--- src/rtl/ctl_twowire_pkg.sv ---
package ctl_twowire_pkg;
  localparam int NUM_REGS  = 3;
  localparam int NUM_PAIRS = 6;
  localparam int BYTE_W    = 8;

  typedef enum logic [2:0] {
    ST_IDLE, ST_ADDR, ST_CMD, ST_CNT, ST_DATA, ST_SKIP
  } bus_state_t;

  function automatic logic [BYTE_W-1:0] reg_default(input int idx);
    return (idx == 0) ? 8'hFF : 8'hC0;
  endfunction

  function automatic logic [NUM_PAIRS-1:0] pair_decode(
    input logic [BYTE_W-1:0] b0, input logic [BYTE_W-1:0] b1);
    logic [NUM_PAIRS-1:0] v;
    v[0] = b0[7];
    v[1] = b0[6];
    v[2] = b0[3];
    v[3] = b1[6];
    v[4] = b0[0];
    v[5] = b0[2];
    return v;
  endfunction
endpackage

--- src/rtl/ctl_twowire_sync.sv ---
module ctl_twowire_sync #(
  parameter int STAGES = 2
) (
  input  logic clk,
  input  logic rst,
  input  logic scl_i,
  input  logic sda_i,
  output logic scl_s,
  output logic sda_s,
  output logic scl_rise,
  output logic scl_fall,
  output logic start_det,
  output logic stop_det
);
  logic [STAGES-1:0] scl_sh, sda_sh;
  logic scl_d, sda_d;

  always_ff @(posedge clk) begin
    if (rst) begin
      scl_sh <= '1;
      sda_sh <= '1;
      scl_d  <= 1'b1;
      sda_d  <= 1'b1;
    end else begin
      scl_sh <= {scl_sh[STAGES-2:0], scl_i};
      sda_sh <= {sda_sh[STAGES-2:0], sda_i};
      scl_d  <= scl_sh[STAGES-1];
      sda_d  <= sda_sh[STAGES-1];
    end
  end

  assign scl_s     = scl_sh[STAGES-1];
  assign sda_s     = sda_sh[STAGES-1];
  assign scl_rise  = scl_s & ~scl_d;
  assign scl_fall  = ~scl_s & scl_d;
  assign start_det = scl_s & scl_d & sda_d & ~sda_s;
  assign stop_det  = scl_s & scl_d & ~sda_d & sda_s;
endmodule

--- src/rtl/ctl_twowire_fsm.sv ---
module ctl_twowire_fsm
  import ctl_twowire_pkg::*;
#(
  parameter logic [6:0] SLAVE_ADDR = 7'h69
) (
  input  logic              clk,
  input  logic              rst,
  input  logic              sda_s,
  input  logic              scl_rise,
  input  logic              scl_fall,
  input  logic              start_det,
  input  logic              stop_det,
  output logic              ack_o,
  output logic              wr_en_o,
  output logic [BYTE_W-1:0] wr_idx_o,
  output logic [BYTE_W-1:0] wr_data_o,
  output bus_state_t        state_o
);
  localparam int CNT_W = $clog2(BYTE_W + 2);
  localparam logic [CNT_W-1:0] LAST_BIT = CNT_W'(BYTE_W);
  localparam logic [CNT_W-1:0] ACK_BIT  = CNT_W'(BYTE_W + 1);

  bus_state_t        state;
  logic [CNT_W-1:0]  bitcnt;
  logic [BYTE_W-1:0] shreg, ptr, remain;

  always_ff @(posedge clk) begin
    wr_en_o <= 1'b0;
    if (rst) begin
      state     <= ST_IDLE;
      bitcnt    <= '0;
      shreg     <= '0;
      ptr       <= '0;
      remain    <= '0;
      ack_o     <= 1'b0;
      wr_idx_o  <= '0;
      wr_data_o <= '0;
    end else if (start_det) begin
      state  <= ST_ADDR;
      bitcnt <= '0;
      ack_o  <= 1'b0;
    end else if (stop_det) begin
      state  <= ST_IDLE;
      bitcnt <= '0;
      ack_o  <= 1'b0;
    end else if (state != ST_IDLE) begin
      if (scl_rise && bitcnt < LAST_BIT) begin
        shreg  <= {shreg[BYTE_W-2:0], sda_s};
        bitcnt <= bitcnt + 1'b1;
      end else if (scl_fall && bitcnt == LAST_BIT) begin
        bitcnt <= ACK_BIT;
        case (state)
          ST_ADDR: begin
            if (shreg[7:1] == SLAVE_ADDR && !shreg[0]) begin
              ack_o <= 1'b1;
              state <= ST_CMD;
            end else begin
              state <= ST_SKIP;
            end
          end
          ST_CMD: begin
            ptr   <= shreg;
            ack_o <= 1'b1;
            state <= ST_CNT;
          end
          ST_CNT: begin
            remain <= shreg;
            ack_o  <= 1'b1;
            state  <= (shreg == '0) ? ST_SKIP : ST_DATA;
          end
          ST_DATA: begin
            wr_en_o   <= 1'b1;
            wr_idx_o  <= ptr;
            wr_data_o <= shreg;
            ptr       <= ptr + 1'b1;
            remain    <= remain - 1'b1;
            ack_o     <= 1'b1;
            if (remain == 8'd1) state <= ST_SKIP;
          end
          default: ack_o <= 1'b0;
        endcase
      end else if (scl_fall && bitcnt == ACK_BIT) begin
        bitcnt <= '0;
        ack_o  <= 1'b0;
      end
    end
  end

  assign state_o = state;
endmodule

--- src/rtl/ctl_twowire_regs.sv ---
module ctl_twowire_regs
  import ctl_twowire_pkg::*;
(
  input  logic                             clk,
  input  logic                             rst,
  input  logic                             wr_en,
  input  logic [BYTE_W-1:0]                wr_idx,
  input  logic [BYTE_W-1:0]                wr_data,
  output logic [NUM_REGS-1:0][BYTE_W-1:0]  regs_o,
  output logic [NUM_PAIRS-1:0]             pair_en_o,
  output logic                             leak_test_o
);
  for (genvar i = 0; i < NUM_REGS; i++) begin : g_reg
    always_ff @(posedge clk) begin
      if (rst)
        regs_o[i] <= reg_default(i);
      else if (wr_en && wr_idx == BYTE_W'(i))
        regs_o[i] <= wr_data;
    end
  end

  always_ff @(posedge clk) begin
    if (rst) begin
      pair_en_o   <= pair_decode(reg_default(0), reg_default(1));
      leak_test_o <= ~reg_default(2)[7];
    end else begin
      pair_en_o   <= pair_decode(regs_o[0], regs_o[1]);
      leak_test_o <= ~regs_o[2][7];
    end
  end
endmodule

--- src/rtl/ctl_twowire_slave.sv ---
module ctl_twowire_slave
  import ctl_twowire_pkg::*;
#(
  parameter logic [6:0] SLAVE_ADDR  = 7'h69,
  parameter int         SYNC_STAGES = 2
) (
  input  logic       clk,
  input  logic       rst,
  input  logic       scl_i,
  input  logic       sda_i,
  output logic       sda_pull_o,
  output logic [7:0] reg0_o,
  output logic [7:0] reg1_o,
  output logic [7:0] reg2_o,
  output logic [5:0] pair_en_o,
  output logic       leak_test_o
);
  logic scl_s, sda_s, scl_rise, scl_fall, start_det, stop_det;
  logic wr_en;
  logic [BYTE_W-1:0] wr_idx, wr_data;
  logic [NUM_REGS-1:0][BYTE_W-1:0] regs;
  bus_state_t state;

  ctl_twowire_sync #(.STAGES(SYNC_STAGES)) u_sync (
    .clk(clk), .rst(rst), .scl_i(scl_i), .sda_i(sda_i),
    .scl_s(scl_s), .sda_s(sda_s), .scl_rise(scl_rise), .scl_fall(scl_fall),
    .start_det(start_det), .stop_det(stop_det));

  ctl_twowire_fsm #(.SLAVE_ADDR(SLAVE_ADDR)) u_fsm (
    .clk(clk), .rst(rst), .sda_s(sda_s), .scl_rise(scl_rise),
    .scl_fall(scl_fall), .start_det(start_det), .stop_det(stop_det),
    .ack_o(sda_pull_o), .wr_en_o(wr_en), .wr_idx_o(wr_idx),
    .wr_data_o(wr_data), .state_o(state));

  ctl_twowire_regs u_regs (
    .clk(clk), .rst(rst), .wr_en(wr_en), .wr_idx(wr_idx), .wr_data(wr_data),
    .regs_o(regs), .pair_en_o(pair_en_o), .leak_test_o(leak_test_o));

  assign reg0_o = regs[0];
  assign reg1_o = regs[1];
  assign reg2_o = regs[2];
endmodule

--- config.mk ---
export PLATFORM = sky130hd
export DESIGN_NAME = ctl_twowire_slave
export DESIGN_NICKNAME = d
export VERILOG_FILES = /design/src/rtl/ctl_twowire_pkg.sv /design/src/rtl/ctl_twowire_sync.sv /design/src/rtl/ctl_twowire_fsm.sv /design/src/rtl/ctl_twowire_regs.sv /design/src/rtl/ctl_twowire_slave.sv
export SDC_FILE = /design/constraint.sdc
export NUM_CORES = 1
export LEC_CHECK = 0
export BUFFER_PORTS_ARGS = -buffer_cell sky130_fd_sc_hd__buf_4
export CAP_MARGIN = 20
export CORE_MARGIN = 2
export CORE_UTILIZATION = 55
export DETAILED_ROUTE_END_ITERATION = 10
export PLACE_DENSITY = 0.72
export SLEW_MARGIN = 5
export SYNTH_ARGS = -nofsm -noshare
export SYNTH_HDL_FRONTEND = slang
export SYNTH_SLANG_ARGS = --single-unit
--- constraint.sdc ---
create_clock -name clk -period 3.7 [get_ports clk]
set_input_delay 1.11 -clock clk [delete_from_list [all_inputs] [get_ports clk]]
set_output_delay 1.11 -clock clk [all_outputs]
set_load 0.005 [all_outputs]
==> results.cfg, run 1 <==
[status]
status = complete, but fails checks
violations = DRC

[critical_path]
cp_max_fo = 23
critPathKind = register to register
cp-end-kind = register
start_kind = register
cp.arrival_ns = 2.30
crit_required_ns = 3.90

[synth]
syn-instance-count = 427
synthArstFlopShare = 0
ys_ff_latch = 86
synth-edff-count = 0
synth.top_cell.area_share = 0.469
syn_avg_cell_area_um2 = 8.60
synthAdderAreaFrac = 0.0204
synth_xor_area_frac = 0.00477
synth_compound_area_frac = 0.182
ys_seq_area_frac = 0.469
synth_area_um2 = 3670
synth_top_area_cell = dfxtp_1
syn_nets = 437
synth_cell_types = 54
ys_warn_count = 0
synthFlopType = dfxtp_1
synth.top_cells.by_area = dfxtp_1 47%, nand2_1 6.6%, a21oi_1 5.9%
yosys.area_share.simple = 0.237
synth_top_family_by_area = simple AND/OR/NAND/NOR gates
synthMuxAreaShare = 0.0409

[floorplan]
io_pins = 36
die_area_um2 = 7350
rows = 29
fp.dieW_um = 85.7
dieHeight_um = 85.7
coreArea_um2 = 6420
initial_core_util = 0.572

[place]
portBuffers = 35
dp_hpwl_um = 5010
gp_congestion = 0.859
dp.cells = 514
post-place-ws_ns = 1.38

[sta]
tns_ns = 0
fin_crit_sh = 0.566
finalWorstSetupSlack_ns = 1.61
hold_viol = 0
rsz0062_at_grt = no
slew_viol_final = 0
fin_hold_ws_ns = 0.421
min_period_ns = 2.09
relSlewSlack = 0.381
tightest_slew_ns = 0.923
clock.fmax_ghz = 0.478
setup_violations = 0
fin_skew_ns = 0.00839

[cells_and_area]
post-route-util = 0.639
syn_to_final_growth_pct = 11.8
drive_gt1_frac = 0.162
n_fill_cell = 557
diodes = 0
layout_common_cells = 86 x dfxtp_1, 65 x nand2_1, 43 x a21oi_1, 40 x nor2_1, 37 x buf_4
fin_cells = 529
final_common_cell = dfxtp_1
nets = 458

[power]
cellPowerDensity_nw_per_um2 = 393
p_leak_uw = 0.00153
ir_worst_vdd_mv = 0.298

[clock_tree]
cts_buffers = 9
cts-resized-gates = 0
cts.path.max_buffers = 2
cts-root-buf = clkbuf_8
clkSinkCount = 86
htreeDepth = 3
clkTransAtPathRegs_ns = 0.08
hold_buffers = 0
cts_tree = yes
cts_setup_buffers = 0
clkLatencyLatePin_ns = 0.35

[grt]
overflow = 0
grt.total_usage = 0.216
grt_max_degree = 81
grt_pass1_wl_um = 12700
grt_pass1_vias = 2709
antenna_found_initial = 0

[worst_hold_path]
hp-class = register to register

[detailed_routing]
drt_iter0_drc = 201
ant_nets = 0
wire_per_inst_um = 14.4
post-route-drc-count = 1
via_per_inst = 5.57
drt_first_pass_iters = 8
routed_wl_um = 7620
num_vias = 2948

[run]
cap_violations = 0
[cell usage after synthesis, drive strengths merged, types with 4 or more instances]
| cell type | n |
|---|---|
| dfxtp | 86 |
| nand2 | 65 |
| a21oi | 44 |
| nor2 | 41 |
| o21ai | 23 |
| clkbuf | 20 |
| mux2i | 15 |
| nand3 | 14 |
| or2 | 13 |
| a211o | 12 |
| nor2b | 10 |
| inv | 9 |
| a31oi | 7 |
| buf | 7 |
| ha | 6 |
| nor3 | 5 |
| a22oi | 4 |
| and3 | 4 |
[through the flow]
stage / instance area [um^2] / power, uW
2_1_floorplan: 3670 / 980
3_3_place_gp: 3910 / 987
3_5_place_dp: 3910 / 987
4_1_cts: 4110 / 1630
5_1_grt: 4110 / 1670
6_report: 4110 / 1610
[registers in the layout (all words and copies together), names as in the netlist]
signal and cells:
u_fsm.remain 8, u_fsm.ptr 8, u_regs.pair_en_o 6, u_fsm.wr_data_o 8, u_regs.regs_o 24, u_fsm.shreg 8, u_sync.sda_sh 2, u_fsm.wr_en_o 1
u_regs.leak_test_o 1, u_fsm.bitcnt 4, u_sync.scl_sh 2, u_fsm.state_o 3, u_fsm.wr_idx_o 8, u_sync.sda_d 1, u_fsm.ack_o 1, u_sync.scl_d 1
[area by class of cell]
type,instances,area [um^2],share of cell area
tap,77,96.3,0.0235
timing repair buffer,37,278,0.0677
clock inverter,6,71.3,0.0174
inverter,9,33.8,0.00823
sequential,86,1720,0.419
clock buffer,9,124,0.0302
multi-input combinational,305,1780,0.434
[power breakdown]
| group | total, uW | internal, uW | switching [uW] |
|---|---|---|---|
| Clock | 648 | 313 | 335 |
| Combinational | 34.0 | 9.33 | 24.6 |
| Sequential | 932 | 928 | 3.80 |
[critical path, stage by stage, from the launching register on]
cell and delay [ns]:
dfxtp_1 0.48, or3b_1 0.75, nor3_4 0.36, a21oi_1 0.10, o21ai_0 0.16, a21oi_1 0.09
[logic make-up after synthesis]
kind of cell | Yosys count
flip-flops | 86
AO/OA/AOI/OAI | 107
buffers and inverters | 36
XOR/XNOR | 2
multiplexers | 15
adder cells (fa/ha/maj) | 6
AND/OR/NAND/NOR | 175
[metal layers]
metal	global-route usage	vias to the layer above	share of wire
li1	-	1529	-
met1	0.295	1359	0.48
met2	0.335	50	0.47
met3	0.0491	10	0.037
met4	0.0794	0	0.016
met5	0	-	0
[path summary, 6_finish.rpt]
path | start | end | slack [ns] | depth (start not counted)
max | u_fsm.state_o[2]$_SDFFE_PP0P_ | u_fsm.remain[5]$_SDFFE_PP0P_ | 1.61 | 5
min | u_sync.sda_sh[0]$_SDFF_PP1_ | u_sync.sda_sh[1]$_SDFF_PP1_ | 0.42 | 1
max reg2reg | u_fsm.state_o[2]$_SDFFE_PP0P_ | u_fsm.remain[5]$_SDFFE_PP0P_ | 1.61 | 5
min reg2reg | u_sync.sda_sh[0]$_SDFF_PP1_ | u_sync.sda_sh[1]$_SDFF_PP1_ | 0.42 | 1
Power figures use the tool's default switching activity.
==> run 2: changes to the inputs <==
Clock period 3.7 ns to 2 ns, I/O delays scaled along.
==> run 2 against run 1 <==
  * The flow still finishes with violations (DRC)
  * Sequential power is 85% higher
  * Clock skew hardly changed
  * Wire length is 4.1% higher
  * First-iteration DRC count is 3.5% lower
  * Combinational power is 94% higher
  * Die area stayed put
==> results.cfg, run 2 (synthesis gave the netlist of run 1 again) <==
[status]
status = complete, but fails checks
violations = DRC

[worst_hold_path]
hold_path_depth = 1
hp-class = register to register

[cells_and_area]
nets = 474
final_common_cell = dfxtp_1
diodes = 0
fin_cells = 546
syn_to_final_growth_pct = 15.3
largest-register = u_regs.regs_o
layout_common_cells = 86 x dfxtp_1, 65 x nand2_1, 53 x buf_4, 43 x a21oi_1, 40 x nor2_1
n_fill_cell = 544
drive_gt1_frac = 0.192
fin_area_um2 = 4240
largest_reg_flops = 24

[clock_tree]
cts_setup_buffers = 0
clkLatencyLatePin_ns = 0.35
cts-root-buf = clkbuf_8
hold_buffers = 0
htreeDepth = 3
clkSinkCount = 86
cts.path.max_buffers = 2
clkTransAtPathRegs_ns = 0.09
cts_tree = yes
cts_buffers = 9
cts-resized-gates = 0

[grt]
antenna_found_initial = 0
overflow = 0
grt_pass1_wl_um = 13300
grt.total_usage = 0.226
grt_max_degree = 37
grt_pass1_vias = 2820

[critical_path]
start_kind = register
cp-end-kind = register
reg2regPathDepth = 5
critPathKind = register to register
cp.arrival_ns = 2.08
crit_required_ns = 2.28
cp_max_fo = 19
crit_chain = or3b_1, buf_4, nor2_4, nand2_1, a21oi_1
cp_slowest_cell = dfxtp_1
critPathMaxStageDelay_ns = 0.49

[sta]
relSlewSlack = 0.631
finalWorstSetupSlack_ns = 0.192
hold_viol = 0
tns_ns = 0
min_period_ns = 1.81
slew_viol_final = 0
clock.fmax_ghz = 0.553
tightest_slew_ns = 0.554
rsz0062_at_grt = no
fin_crit_sh = 0.904
setup_violations = 0
fin_skew_ns = 0.00871

[floorplan]
die_area_um2 = 7350
dieHeight_um = 85.7
initial_core_util = 0.572
io_pins = 36
rows = 29
fp.dieW_um = 85.7
coreArea_um2 = 6420

[power]
ir_worst_vdd_mv = 0.497
cellPowerDensity_nw_per_um2 = 719
total_power_uw = 3040
p_leak_uw = 0.00162

[place]
portBuffers = 35
post-place-ws_ns = 0.229
dp.cells = 530
gp_congestion = 0.842
place_area_um2 = 4030
dp_hpwl_um = 5410

[run]
cap_violations = 0

[detailed_routing]
routed_wl_um = 7930
drt_first_pass_iters = 8
drt_iter0_drc = 194
wire_per_inst_um = 14.5
post-route-drc-count = 1
via_per_inst = 5.64
num_vias = 3081
ant_nets = 0
[run 2: changes by cell type in the layout (fill, tap and decap cells not counted)]
cell / delta
clkinv_2: +1
inv_6: +1
clkbuf_8: +1
buf_4: +16
clkinv_4: -2
[run 2: critical path: cells and delay by family, from the launching register on]
kind	cells	cell delay [ns]
buffers and inverters	1	0.22
DFF	1	0.49
and+or+nand+nor	3	0.86
AOI/OAI and AO/OA	1	0.16
[run 2: stage by stage]
step	hold WS, ns	util
finish	0.420	0.659
global route	0.418	0.659
CTS	0.426	0.659
detailed placement	0.397	0.628
global placement	0.400	0.628
floorplan	0.389	-
[run 2: final cells by class]
class / instances / area, um^2 / area share
inverters: 9 / 33.8 / 0.00798
clock inverters: 6 / 67.6 / 0.0160
multi-input cells: 305 / 1780 / 0.420
clock buffers: 10 / 138 / 0.0325
repair buffers: 53 / 398 / 0.0939
flip-flops and latches: 86 / 1720 / 0.406
well taps: 77 / 96.3 / 0.0227
[run 2: power by group]
group / internal [uW] / leakage, uW / switching [uW]
Combinational: 19.9 / 0.000821 / 46.2
Sequential: 1720 / 0.000695 / 7.81
Clock: 618 / 0.0000993 / 635
Total: 2360 / 0.00162 / 689
[run 2: worst paths after layout]
| kind | start | endpoint | slack (ns) |
|---|---|---|---|
| hold reg to reg | u_sync.scl_sh[0]$_SDFF_PP1_ | u_sync.scl_sh[1]$_SDFF_PP1_ | 0.42 |
| setup reg to reg | u_fsm.state_o[2]$_SDFFE_PP0P_ | u_fsm.wr_data_o[0]$_SDFFE_PP0P_ | 0.19 |
| hold / removal | u_sync.scl_sh[0]$_SDFF_PP1_ | u_sync.scl_sh[1]$_SDFF_PP1_ | 0.42 |
| setup / recovery | u_fsm.state_o[2]$_SDFFE_PP0P_ | u_fsm.wr_data_o[0]$_SDFFE_PP0P_ | 0.19 |
[run 2: routing by layer]
layer | wire length, um | up-vias | GRT usage
li1 | - | 1561 | -
met1 | 3800 | 1422 | 0.306
met2 | 3570 | 82 | 0.344
met3 | 405 | 16 | 0.0568
met4 | 163 | 0 | 0.0938
met5 | 0 | - | 0
==> run 3: changes to the inputs <==
Settings changed: CORE_MARGIN 2 to 4.
==> run 3 against run 2 <==
  * Sequential power barely moved
  * Worst hold slack got worse by 0.0041 ns
  * Critical path type unchanged
  * Flip-flop and latch count did not move
  * Setup slack improved by 0.022 ns
  * Via count rose by 0.52%
  * Final area rose by 0.24%
  * Cell count did not move
  * First-iteration DRC count fell by 24%
  * The run now ends clean
==> results.cfg, run 3 (synthesis gave the netlist of run 1 again) <==
[critical_path]
cp-end-kind = register
crit_required_ns = 2.24
start_kind = register
cp.arrival_ns = 2.03
reg2regPathDepth = 6
critPathKind = register to register
cp_max_fo = 10

[sta]
fin_skew_ns = 0.00975
min_period_ns = 1.79
clock.fmax_ghz = 0.560
relSlewSlack = 0.629
setup_violations = 0
slew_viol_final = 0
tightest_slew_ns = 0.556
hold_viol = 0
fin_crit_sh = 0.893
rsz0062_at_grt = no
tns_ns = 0

[clock_tree]
htreeDepth = 3
clkLatencyLatePin_ns = 0.36
cts-root-buf = clkbuf_8
cts.path.max_buffers = 2
cts_buffers = 9
clkTransAtPathRegs_ns = 0.09
cts_setup_buffers = 0
cts_tree = yes
clkSinkCount = 86
hold_buffers = 0
cts-resized-gates = 0

[place]
dp_hpwl_um = 5530
portBuffers = 35
gp_congestion = 0.861

[cells_and_area]
largest-register = u_regs.regs_o
layout_common_cells = 86 x dfxtp_1, 65 x nand2_1, 53 x buf_4, 43 x a21oi_1, 40 x nor2_1
largest_reg_flops = 24
final_common_cell = dfxtp_1
syn_to_final_growth_pct = 15.6
drive_gt1_frac = 0.192
diodes = 0
post-route-util = 0.661
nets = 474

[detailed_routing]
ant_nets = 0
via_per_inst = 5.67
drt_iter0_drc = 148
post-route-drc-count = 0
drt_first_pass_iters = 4
wire_per_inst_um = 14.6
routed_wl_um = 7970
num_vias = 3097

[power]
internal-power_uw = 2370
p_sw_frac = 0.233
ir_worst_vdd_mv = 0.508
cellPowerDensity_nw_per_um2 = 729
clkPwrFrac = 0.421
switchingPower_uw = 722
seqPwrFrac = 0.557
power_frac_comb = 0.021
p_leak_uw = 0.00162

[grt]
antenna_found_initial = 0
overflow = 0
grt_pass1_vias = 2981
grt_pass1_wl_um = 14000
grt.total_usage = 0.207
grt_max_degree = 31
met3_usage = 0.0417
gr-max-usage-layer = met2
met1_usage = 0.279
grt_use_met2 = 0.328

[floorplan]
dieHeight_um = 89.7
io_pins = 36
fp.dieW_um = 89.7
die_area_um2 = 8050
coreArea_um2 = 6420
rows = 29
initial_core_util = 0.572

[worst_hold_path]
hp-class = register to register
hold_path_depth = 1

[status]
status = finished, final reports clean

[run]
cap_violations = 0
[run 3: cell types whose count changed in the layout (fill, tap and decap cells not counted), sizes merged]
cell / delta
clkinvlp: -1
inv: +1
[run 3: area by class of cell]
class	instances	area (um^2)
multi-input cells	305	1780
clock buffers	10	138
inverters	9	33.8
well taps	77	96.3
flip-flops and latches	86	1720
repair buffers	53	398
clock inverters	6	77.6
fillers	555	2180
[run 3: per-stage QoR]
step / setup slack, ns / hold slack [ns] / power (uW) / cell area, um^2 / cells
after floorplan: 0.389 / 0.389 / 1810 / 3670 / 427
after global placement: 0.295 / 0.396 / 1830 / 4030 / 530
after detailed placement: 0.241 / 0.400 / 1830 / 4030 / 530
after CTS: 0.224 / 0.414 / 3120 / 4250 / 546
after global routing: 0.0286 / 0.418 / 3210 / 4250 / 546
final: 0.213 / 0.415 / 3090 / 4250 / 546
[run 3: power by group through the flow]
stage               Sequential, uW  Clock (uW)  Combinational [uW]
finish                        1720        1300                66.5
global route                  1730        1410                75.3
CTS                           1720        1330                66.5
detailed placement            1760           0                66.5
global placement              1760           0                65.5
floorplan                     1760           0                50.6
[run 3: final timing paths]
kind | startpoint | end | slack (ns)
setup / recovery | u_fsm.state_o[2]$_SDFFE_PP0P_ | u_fsm.remain[7]$_SDFFE_PP0P_ | 0.21
hold / removal | u_sync.scl_sh[0]$_SDFF_PP1_ | u_sync.scl_sh[1]$_SDFF_PP1_ | 0.42
setup reg to reg | u_fsm.state_o[2]$_SDFFE_PP0P_ | u_fsm.remain[7]$_SDFFE_PP0P_ | 0.21
hold reg to reg | u_sync.scl_sh[0]$_SDFF_PP1_ | u_sync.scl_sh[1]$_SDFF_PP1_ | 0.42
[run 3: routing by layer]
metal	routed length, um	up-vias
li1	-	1567
met1	3880	1457
met2	3700	65
met3	310	8
met4	89	0
met5	0	-
[run 3: critical path: stages (launching register included)]
cell and delay [ns]:
dfxtp_1 0.50, or3b_1 0.40, buf_4 0.19, nor3_4 0.22, a21oi_1 0.10, o21ai_0 0.17
a21oi_1 0.09
